`src/rtl/lcd4_pkg.sv`:
```
package lcd4_pkg;

  typedef enum logic [2:0] {
    ENG_IDLE, ENG_SETUP, ENG_PULSE, ENG_HOLD, ENG_WAIT
  } eng_state_t;

  typedef enum logic [1:0] {
    TOP_PWR, TOP_INIT, TOP_STREAM
  } top_state_t;

  typedef enum logic [1:0] {
    WAIT_NONE, WAIT_SHORT, WAIT_LONG
  } wait_sel_t;

  typedef struct packed {
    logic [3:0] nib;
    wait_sel_t  wsel;
  } init_step_t;

  localparam int INIT_STEPS = 12;

  // Wake-up nibbles (steps 0..3) then configuration bytes split high/low (4..11)
  function automatic init_step_t init_step(input logic [3:0] idx);
    init_step_t s;
    case (idx)
      4'd0:    s = '{nib: 4'h3, wsel: WAIT_LONG};
      4'd1:    s = '{nib: 4'h3, wsel: WAIT_SHORT};
      4'd2:    s = '{nib: 4'h3, wsel: WAIT_SHORT};
      4'd3:    s = '{nib: 4'h2, wsel: WAIT_SHORT};
      4'd4:    s = '{nib: 4'h2, wsel: WAIT_NONE};
      4'd5:    s = '{nib: 4'h8, wsel: WAIT_SHORT};
      4'd6:    s = '{nib: 4'h0, wsel: WAIT_NONE};
      4'd7:    s = '{nib: 4'hC, wsel: WAIT_SHORT};
      4'd8:    s = '{nib: 4'h0, wsel: WAIT_NONE};
      4'd9:    s = '{nib: 4'h1, wsel: WAIT_LONG};
      4'd10:   s = '{nib: 4'h0, wsel: WAIT_NONE};
      default: s = '{nib: 4'h6, wsel: WAIT_SHORT};
    endcase
    return s;
  endfunction

endpackage

```
`src/rtl/lcd4_tick_gen.sv`:
```
module lcd4_tick_gen #(
  parameter int DIV = 12500
) (
  input  logic clk,
  input  logic rst_n,
  output logic tick
);
  localparam int CW = (DIV > 1) ? $clog2(DIV) : 1;

  logic [CW-1:0] cnt;

  assign tick = (cnt == CW'(DIV - 1));

  always_ff @(posedge clk) begin
    if (!rst_n)    cnt <= '0;
    else if (tick) cnt <= '0;
    else           cnt <= cnt + 1'b1;
  end
endmodule

```
`src/rtl/lcd4_nibble_engine.sv`:
```
module lcd4_nibble_engine
  import lcd4_pkg::*;
#(
  parameter int WAIT_W = 7
) (
  input  logic              clk,
  input  logic              rst_n,
  input  logic              tick,
  input  logic              start,
  input  logic              start_rs,
  input  logic [3:0]        start_nib,
  input  logic [WAIT_W-1:0] start_wait,
  output logic              busy,
  output logic              lcd_rs,
  output logic              lcd_e,
  output logic [3:0]        lcd_d
);
  eng_state_t        st;
  logic              seen;
  logic [WAIT_W-1:0] wq;

  assign busy = (st != ENG_IDLE);

  always_ff @(posedge clk) begin
    if (!rst_n) begin
      st     <= ENG_IDLE;
      seen   <= 1'b0;
      wq     <= '0;
      lcd_rs <= 1'b0;
      lcd_e  <= 1'b0;
      lcd_d  <= 4'h0;
    end else begin
      case (st)
        ENG_IDLE: if (start) begin
          lcd_rs <= start_rs;
          lcd_d  <= start_nib;
          wq     <= start_wait;
          seen   <= 1'b0;
          st     <= ENG_SETUP;
        end
        ENG_SETUP: if (tick) begin
          // second tick guarantees one full tick of setup
          if (seen) begin
            lcd_e <= 1'b1;
            st    <= ENG_PULSE;
          end else begin
            seen <= 1'b1;
          end
        end
        ENG_PULSE: if (tick) begin
          lcd_e <= 1'b0;
          st    <= ENG_HOLD;
        end
        ENG_HOLD: if (tick) begin
          st <= (wq == '0) ? ENG_IDLE : ENG_WAIT;
        end
        ENG_WAIT: if (tick) begin
          wq <= wq - 1'b1;
          if (wq == WAIT_W'(1)) st <= ENG_IDLE;
        end
        default: st <= ENG_IDLE;
      endcase
    end
  end

  AST_START_ONLY_IDLE: assert property (@(posedge clk) disable iff (!rst_n)
    start |-> !busy);
  AST_E_EDGE_ON_TICK: assert property (@(posedge clk) disable iff (!rst_n)
    (lcd_e != $past(lcd_e)) |-> $past(tick));
  AST_BUS_STABLE_E_HIGH: assert property (@(posedge clk) disable iff (!rst_n)
    lcd_e |-> $stable({lcd_rs, lcd_d}));
  AST_BUS_STABLE_E_FALL: assert property (@(posedge clk) disable iff (!rst_n)
    $fell(lcd_e) |-> $stable({lcd_rs, lcd_d}));
endmodule

```
`src/rtl/lcd4_write_ctrl.sv`:
```
module lcd4_write_ctrl
  import lcd4_pkg::*;
#(
  parameter int TICK_DIV    = 12500,
  parameter int SHORT_TICKS = 10,
  parameter int LONG_TICKS  = 100
) (
  input  logic       clk,
  input  logic       rst_n,
  input  logic       in_valid,
  output logic       in_ready,
  input  logic [7:0] in_byte,
  input  logic       in_is_char,
  output logic       lcd_rs,
  output logic       lcd_rw,
  output logic       lcd_e,
  output logic [3:0] lcd_d
);
  localparam int WAIT_W = $clog2(LONG_TICKS + 1);

  logic              tick, busy, accept;
  logic              eng_start, eng_rs;
  logic [3:0]        eng_nib;
  logic [WAIT_W-1:0] eng_wait;
  top_state_t        state;
  logic [WAIT_W-1:0] pcnt;
  logic [3:0]        step;
  logic              low_pend, rs_q;
  logic [3:0]        low_q;
  init_step_t        cur;

  assign lcd_rw   = 1'b0;
  assign in_ready = (state == TOP_STREAM) && !busy && !low_pend;
  assign accept   = in_valid && in_ready;
  assign cur      = init_step(step);

  lcd4_tick_gen #(.DIV(TICK_DIV)) tick_i (
    .clk(clk), .rst_n(rst_n), .tick(tick)
  );

  lcd4_nibble_engine #(.WAIT_W(WAIT_W)) eng_i (
    .clk(clk), .rst_n(rst_n), .tick(tick),
    .start(eng_start), .start_rs(eng_rs), .start_nib(eng_nib),
    .start_wait(eng_wait), .busy(busy),
    .lcd_rs(lcd_rs), .lcd_e(lcd_e), .lcd_d(lcd_d)
  );

  always_comb begin
    eng_start = 1'b0;
    eng_rs    = 1'b0;
    eng_nib   = 4'h0;
    eng_wait  = '0;
    case (state)
      TOP_INIT: begin
        eng_start = !busy;
        eng_nib   = cur.nib;
        case (cur.wsel)
          WAIT_SHORT: eng_wait = WAIT_W'(SHORT_TICKS);
          WAIT_LONG:  eng_wait = WAIT_W'(LONG_TICKS);
          default:    eng_wait = '0;
        endcase
      end
      TOP_STREAM: begin
        if (low_pend && !busy) begin
          eng_start = 1'b1;
          eng_rs    = rs_q;
          eng_nib   = low_q;
          eng_wait  = WAIT_W'(SHORT_TICKS);
        end else if (accept) begin
          eng_start = 1'b1;
          eng_rs    = in_is_char;
          eng_nib   = in_byte[7:4];
        end
      end
      default: ;
    endcase
  end

  always_ff @(posedge clk) begin
    if (!rst_n) begin
      state    <= TOP_PWR;
      pcnt     <= '0;
      step     <= '0;
      low_pend <= 1'b0;
      rs_q     <= 1'b0;
      low_q    <= 4'h0;
    end else begin
      case (state)
        TOP_PWR: if (tick) begin
          if (pcnt == WAIT_W'(LONG_TICKS - 1)) state <= TOP_INIT;
          else                                 pcnt  <= pcnt + 1'b1;
        end
        TOP_INIT: if (eng_start) begin
          step <= step + 1'b1;
          if (step == 4'(INIT_STEPS - 1)) state <= TOP_STREAM;
        end
        TOP_STREAM: begin
          if (accept) begin
            low_pend <= 1'b1;
            rs_q     <= in_is_char;
            low_q    <= in_byte[3:0];
          end else if (low_pend && !busy) begin
            low_pend <= 1'b0;
          end
        end
        default: state <= TOP_PWR;
      endcase
    end
  end

  AST_READY_ENGINE_IDLE: assert property (@(posedge clk) disable iff (!rst_n)
    in_ready |-> !lcd_e);
  AST_ACCEPT_DROPS_READY: assert property (@(posedge clk) disable iff (!rst_n)
    (in_valid && in_ready) |=> !in_ready);
  AST_HIGH_NIBBLE_FIRST: assert property (@(posedge clk) disable iff (!rst_n)
    (in_valid && in_ready) |=> (lcd_d == $past(in_byte[7:4]) && lcd_rs == $past(in_is_char)));
endmodule

```
`config.mk`:
```
export PLATFORM = sky130hd
export DESIGN_NAME = lcd4_write_ctrl
export DESIGN_NICKNAME = d
export VERILOG_FILES = /design/src/rtl/lcd4_pkg.sv /design/src/rtl/lcd4_tick_gen.sv /design/src/rtl/lcd4_nibble_engine.sv /design/src/rtl/lcd4_write_ctrl.sv
export SDC_FILE = /design/constraint.sdc
export NUM_CORES = 1
export LEC_CHECK = 0
export BUFFER_PORTS_ARGS = -buffer_cell sky130_fd_sc_hd__buf_2
export CAP_MARGIN = 10
export CORE_MARGIN = 5
export CORE_UTILIZATION = 60
export CTS_CLUSTER_DIAMETER = 40
export DETAILED_ROUTE_END_ITERATION = 16
export PLACE_DENSITY = 0.87
export SLEW_MARGIN = 10
export SYNTH_ARGS = -nofsm -noshare
export SYNTH_HDL_FRONTEND = slang
export SYNTH_SLANG_ARGS = --single-unit
```
`constraint.sdc`:
```
create_clock -name clk -period 2.7 [get_ports clk]
set_clock_uncertainty 0.1 [all_clocks]
set_input_delay 0 -clock clk [delete_from_list [all_inputs] [get_ports clk]]
set_output_delay 0 -clock clk [all_outputs]
set_load 0.05 [all_outputs]
```
======== Word level (Yosys, flattened, before mapping) ========
Memory sizes are Yosys's and may differ from the RTL's. A register that Yosys moved wholly into a read port is not among the register bits.
Index checks and enable logic that the tools add are counted.
word-level totals
  input port bits ......................... 12
  flip-flop bits (word level) ............. 50
  output and inout port bits .............. 8
  memory bits (read-only) ................. 96
  memories kept ........................... 1
memory list
  memory            words  width  rd ports  clocked after Yosys merged registers in  write ports  RTL line        RTL
  (name not given)  16     6      1         1                                        0            lcd4_pkg.sv:25  case (idx)
cells by class
  reduce and logical (&&, ||, !) cells .... 25
  eq/ne operators ......................... 23
  add/subtract/negate cells ............... 4
  multiplexer cells ....................... 40
  bitwise logic cells ..................... 3
operators with widths
  kind                   count
  $pmux 7 s2             3
  $mux 3                 8
  $mux 4                 5
  $ne 2x1->1 const B     9
  $pmux 3 s5             1
  $add 14x1->14 const B  1
  $eq 14x14->1 const B   1
  $mux 7                 2
  $mux 1                 12
  $reduce_and 3->1       3
  $mux 2                 4
  $pmux 4 s2             1
  $reduce_and 2->1       4
  $reduce_bool 2->1      4
  $add 7x1->7 const B    1
  $eq 7x1->1 const B     1
  $eq 7x7->1 const B     1
  $logic_not 7->1        1
  $reduce_and 7->1       1
  $sub 7x1->7 const B    1
  $eq 3x2->1 const B     2
  $pmux 1 s2             3
  $pmux 2 s3             1
  $reduce_and 5->1       1
  other kinds (15)       24

======== Logic depth before layout (Yosys ltp) ========
  depth after elaboration ................. 11
  depth in mapped cells ................... 8

======== Cells and area by module ========
From an unflattened synthesis, not the netlist that was laid out.
second synthesis, totals
  cell total of the unflattened synthesis .. 340
  area, all modules ....................... 2,959.1 sq um
modules (own cells, without submodules)
  module              cells an instance  area each (sq um)  seq. area each (sq um)  times used
  lcd4_write_ctrl     156                1,353.8            500.5                   1
  lcd4_nibble_engine  111                973.4              340.3                   1
  lcd4_tick_gen       73                 631.9              280.3                   1

======== Least setup slack after synthesis ========
Ideal clock, no wire load.
  path type ............................... register to register
  start ................................... register eng_i.st[2]
  end ..................................... register eng_i.lcd_d[0]
  period minus slack after synthesis ...... 3.092 ns
  buffers on the path ..................... 2
  slack ................................... -0.392 ns
  setup time .............................. 0.070 ns
  arrival time ............................ 2.922 ns
  stages on the path, launching flop included .. 8
  cell sequence ........................... dfxtp_1 > clkbuf_1 > or3_1 > nor3b_1 > and2_1 > clkbuf_1 > a222oi_1 > a21oi_1
between the ends
  cells in the longest elaborated chain, start to end .. 9
  elaborated cells on any way between the ends .. 14
  those cells by class .................... 6 x mux; 8 x reduce/logical
RTL lines
  what                               RTL line                  RTL
  start, declared                    lcd4_nibble_engine.sv:18  eng_state_t st;
  start signal, assigned             lcd4_nibble_engine.sv:55  st <= (wq == '0) ? ENG_IDLE : ENG_WAIT;
  $reduce_bool 3->1 *                lcd4_nibble_engine.sv:22  assign busy = (st != ENG_IDLE);
  $logic_not 1->1 *                  lcd4_write_ctrl.sv:33     assign in_ready = (state == TOP_STREAM) && !busy && !low_pend;
  $logic_and 1x1->1 * (2 in a row)   lcd4_write_ctrl.sv:33
  named net in_ready                 lcd4_write_ctrl.sv:11     output logic in_ready,
  $logic_and 1x1->1 *                lcd4_write_ctrl.sv:34     assign accept = in_valid && in_ready;
  $mux 1                             lcd4_write_ctrl.sv:69     end else if (accept) begin
  $mux 1                             lcd4_write_ctrl.sv:64     if (low_pend && !busy) begin
  $pmux 1 s2                         lcd4_write_ctrl.sv:53     case (state)
  $reduce_and 2->1 (no source line)  --
  end signal, assigned               lcd4_nibble_engine.sv:36  lcd_d <= start_nib;
  end, declared                      lcd4_nibble_engine.sv:16  output logic [3:0] lcd_d
The timed path passes the listed nets; every way through them passes the cells marked *.
A chain may end at the register's enable or synchronous reset.

======== Worst setup path after layout ========
  start ................................... register tick_i.cnt[8]
  end ..................................... register eng_i.wq[5]
between the ends
  cells in the longest elaborated chain, start to end .. 3
RTL lines
  what                               RTL line                  RTL
  start, declared                    lcd4_tick_gen.sv:10       logic [CW-1:0] cnt;
  start signal, assigned             lcd4_tick_gen.sv:17       else cnt <= cnt + 1'b1;
  $eq 14x14->1                       lcd4_tick_gen.sv:12       assign tick = (cnt == CW'(DIV - 1));
  $ne 2x1->1 (no source line)        --
  $reduce_and 3->1 (no source line)  --
  end signal, assigned               lcd4_nibble_engine.sv:37  wq <= start_wait;
  end signal, assigned               lcd4_nibble_engine.sv:58  wq <= wq - 1'b1;
  end, declared                      lcd4_nibble_engine.sv:20  logic [WAIT_W-1:0] wq;
Every way passes these cells.

==> impl_metrics.ini <==
[grt]
antenna_found_initial = 0
grt_max_degree = 30
grt_pass1_vias = 2470
grt_usage = 0.214
grt_pass1_wl_mm = 10.8
overflow = 0

[final_layout]
final_cell_mix = dfxtp_1 (56), nand2_1 (46), o21ai_0 (22), nor2_1 (20), buf_2 (18)
syn2layout_area_growth_pct = 10.9
final_cells = 413
final_common_cell = dfxtp_1
diodes = 0
nNetsFinal = 379
layout-drive-gt1-share = 0.109
final_core_util = 0.674
fillers = 373

[drt]
finalWirelength_mm = 6.08
wl_per_cell_microns = 14.7
routed_via_density = 6.12
final_antenna_net_count = 0
dr.pass1.iters = 5
vias = 2526
drcViolationCount = 0
drt_iter0_markers = 217

[synth]
synth_top_family_by_area = simple AND/OR/NAND/NOR gates
synth_fa_ha_area_frac = 0.0356
synth.area.top_cells = dfxtp_1 (40%), nand2_1 (6.1%), xor2_1 (4.4%), o21ai_0 (3.9%), ha_1 (3.6%)
synth-edff-count = 0
yosysWarningCount = 0
synth_xor_xnor_area_share = 0.0560
ys_seq_elements = 56
async_flop_share = 0
yosys.area.top_type_share = 0.398
synthFlopType = dfxtp_1
synthMuxAreaShare = 0.0182
syn_area_sq_um = 2810
synth-compound-area-share = 0.189
synth_cells = 334
syn_nets = 354
yosysTopAreaCell = dfxtp_1
ys_seq_area_frac = 0.398
synth_cell_types = 52
synth_area_per_cell_sq_um = 8.42
synth-simple-area-share = 0.264

[floorplan]
die_w_microns = 78.5
rows = 25
coreArea_sq_um = 4630
start_util = 0.608
design.die.area_sq_um = 6160
die_y_microns = 78.5
io_pins = 20

[cts]
worst_skew_pair.late_latency_ns = 0.31
cts_setup_buffers = 0
cts_tree = done
postCtsResizedCells = 0
htree_levels = 2
root_buffer = clkbuf_8
cts-buffers-inserted = 5
clk_pin_slew_ns = 0.10
cts_sinks = 56
clockBufferDepth = 2
ctsHoldBuffers = 9

[place]
dp.cells = 397
dpl.hpwl_mm = 4.29
place.gp.congestion = 0.837
portBuffers = 18

[timing]
timing.final.crit_share = 0.940
hold_ws_ns = 0.0496
slew-limit-headroom = 0.502
setup-tns-final_ns = 0
hold_violations = 0
fmax_ghz = 0.394
slew_violations = 0
fin_crit_ns = 2.54
setup_viol = 0
rsz0062_at_grt = no
tightest_slew_ns = 0.742

[critical_path]
timing.rr.start = tick_i.cnt[8]$_SDFF_PP0_
critPathLaunch = tick_i.cnt[8]$_SDFF_PP0_
startpoint_type = flop
reg2reg_slack_ns = 0.16
cp.arrival_ns = 2.64
endpoint = eng_i.wq[5]$_SDFFE_PN0P_
max_stage_delay_ns = 0.58
critPathRequiredTime_ns = 2.81
reg2reg_depth = 5
end_kind = flop
worstPathMaxFanout = 10
path_class = reg2reg
crit_slowest_cell = or4_1
r2r_end = eng_i.wq[5]$_SDFFE_PN0P_
path_cells = or4b_4 > or4_1 > a21boi_2 > a21oi_1 > a31o_2

[worst_hold_path]
min_path_type = in2reg

[status]
status = finished, final reports clean

[power]
power.density_nw_per_um2 = 425
total_leakage_power_uw = 0.00127
peakVddDrop_mv = 0.386

[flow_run]
maxCapViolCount = 0
==> logic make-up (layout without fill, tap and decap cells) <==
logic type                 after synthesis  in the layout
adders and majority gates                8              8
DFF                                     56             56
other                                    1              1
and+or+nand+nor                        142            142
muxes                                    5              5
AOI/OAI and AO/OA                       79             79
xor gates and xnor gates                18             18
buffers and inverters                   25             50
==> critical path: cells and delay by family, from the launching register on <==
family	cells	cell delay (ns)
AO/OA/AOI/OAI	3	0.83
flip-flops	1	0.37
AND/OR/NAND/NOR	2	1.12
==> synth_stat cells (2+ instances only) <==
master / instances
clkbuf_1: 11
nor4_1: 6
xnor2_1: 4
inv_1: 11
or3_1: 4
nand3b_1: 2
and3_1: 6
o211ai_1: 3
nand3_1: 16
o21ai_0: 22
a21boi_0: 10
and2_1: 11
o211a_1: 2
nand4b_1: 2
xor2_1: 14
nor2b_1: 2
a222oi_1: 4
nand2_1: 46
nand4_1: 3
nor3b_1: 3
a211o_1: 4
a211oi_1: 2
a31o_2: 3
mux2i_1: 4
nor2_1: 20
a21o_1: 2
a21oi_1: 16
ha_1: 8
nand2b_1: 5
dfxtp_1: 56
nor3_1: 5
a221oi_1: 3
or4_1: 4
o31ai_1: 2
==> how the worst min path moves through the flow <==
stage,startpoint,end,cells after the start
after floorplan,in_byte[2],low_q[2]$_SDFFE_PN0P_,2
after global placement,in_byte[3],low_q[3]$_SDFFE_PN0P_,3
after detailed placement,in_byte[3],low_q[3]$_SDFFE_PN0P_,3
after CTS,rst_n,eng_i.seen$_SDFFE_PN0P_,3
after global routing,in_valid,low_pend$_SDFFE_PN0N_,3
final,rst_n,eng_i.seen$_SDFFE_PN0P_,3
==> where the power goes <==
group	internal (uW)	switching [uW]	leakage, uW	total [uW]
Combinational	21.7	24.8	0.000781	46.6
Clock	182	266	0.0000417	448
Sequential	829	4.04	0.000452	833
==> flip-flops by register name, indices dropped and copies added (netlist names) <==
| signal | count |
|---|---|
| low_q | 4 |
| eng_i.lcd_rs | 1 |
| pcnt | 7 |
| eng_i.st | 3 |
| tick_i.cnt | 14 |
| state | 2 |
| eng_i.seen | 1 |
| low_pend | 1 |
| cur | 6 |
| eng_i.lcd_d | 4 |
| eng_i.wq | 7 |
| rs_q | 1 |
| step | 4 |
| eng_i.lcd_e | 1 |
==> through the flow <==
stage / setup WS, ns / power, uW / instance area [sq um]
floorplan: 0.166 / 875 / 2820
global placement: 0.291 / 888 / 2950
detailed placement: 0.230 / 889 / 2950
CTS: 0.187 / 1340 / 3120
global route: 0.0417 / 1380 / 3120
finish: 0.161 / 1330 / 3120
==> cell type report <==
class | instances | area [sq um] | share of cell area
Clock buffer | 6 | 72.6 | 0.0232
Clock inverter | 1 | 8.76 | 0.00281
Inverter | 11 | 41.3 | 0.0132
Multi-Input combinational cell | 253 | 1590 | 0.510
Sequential cell | 56 | 1120 | 0.359
Tap cell | 54 | 67.6 | 0.0216
Timing Repair Buffer | 32 | 218 | 0.0697
==> layer usage <==
layer,track usage,wire length (microns)
met4,0.0909,123
met1,0.265,2620
met3,0.0470,374
met5,0,0
met2,0.359,2970
No activity file was read; power rests on OpenSTA's default activity.
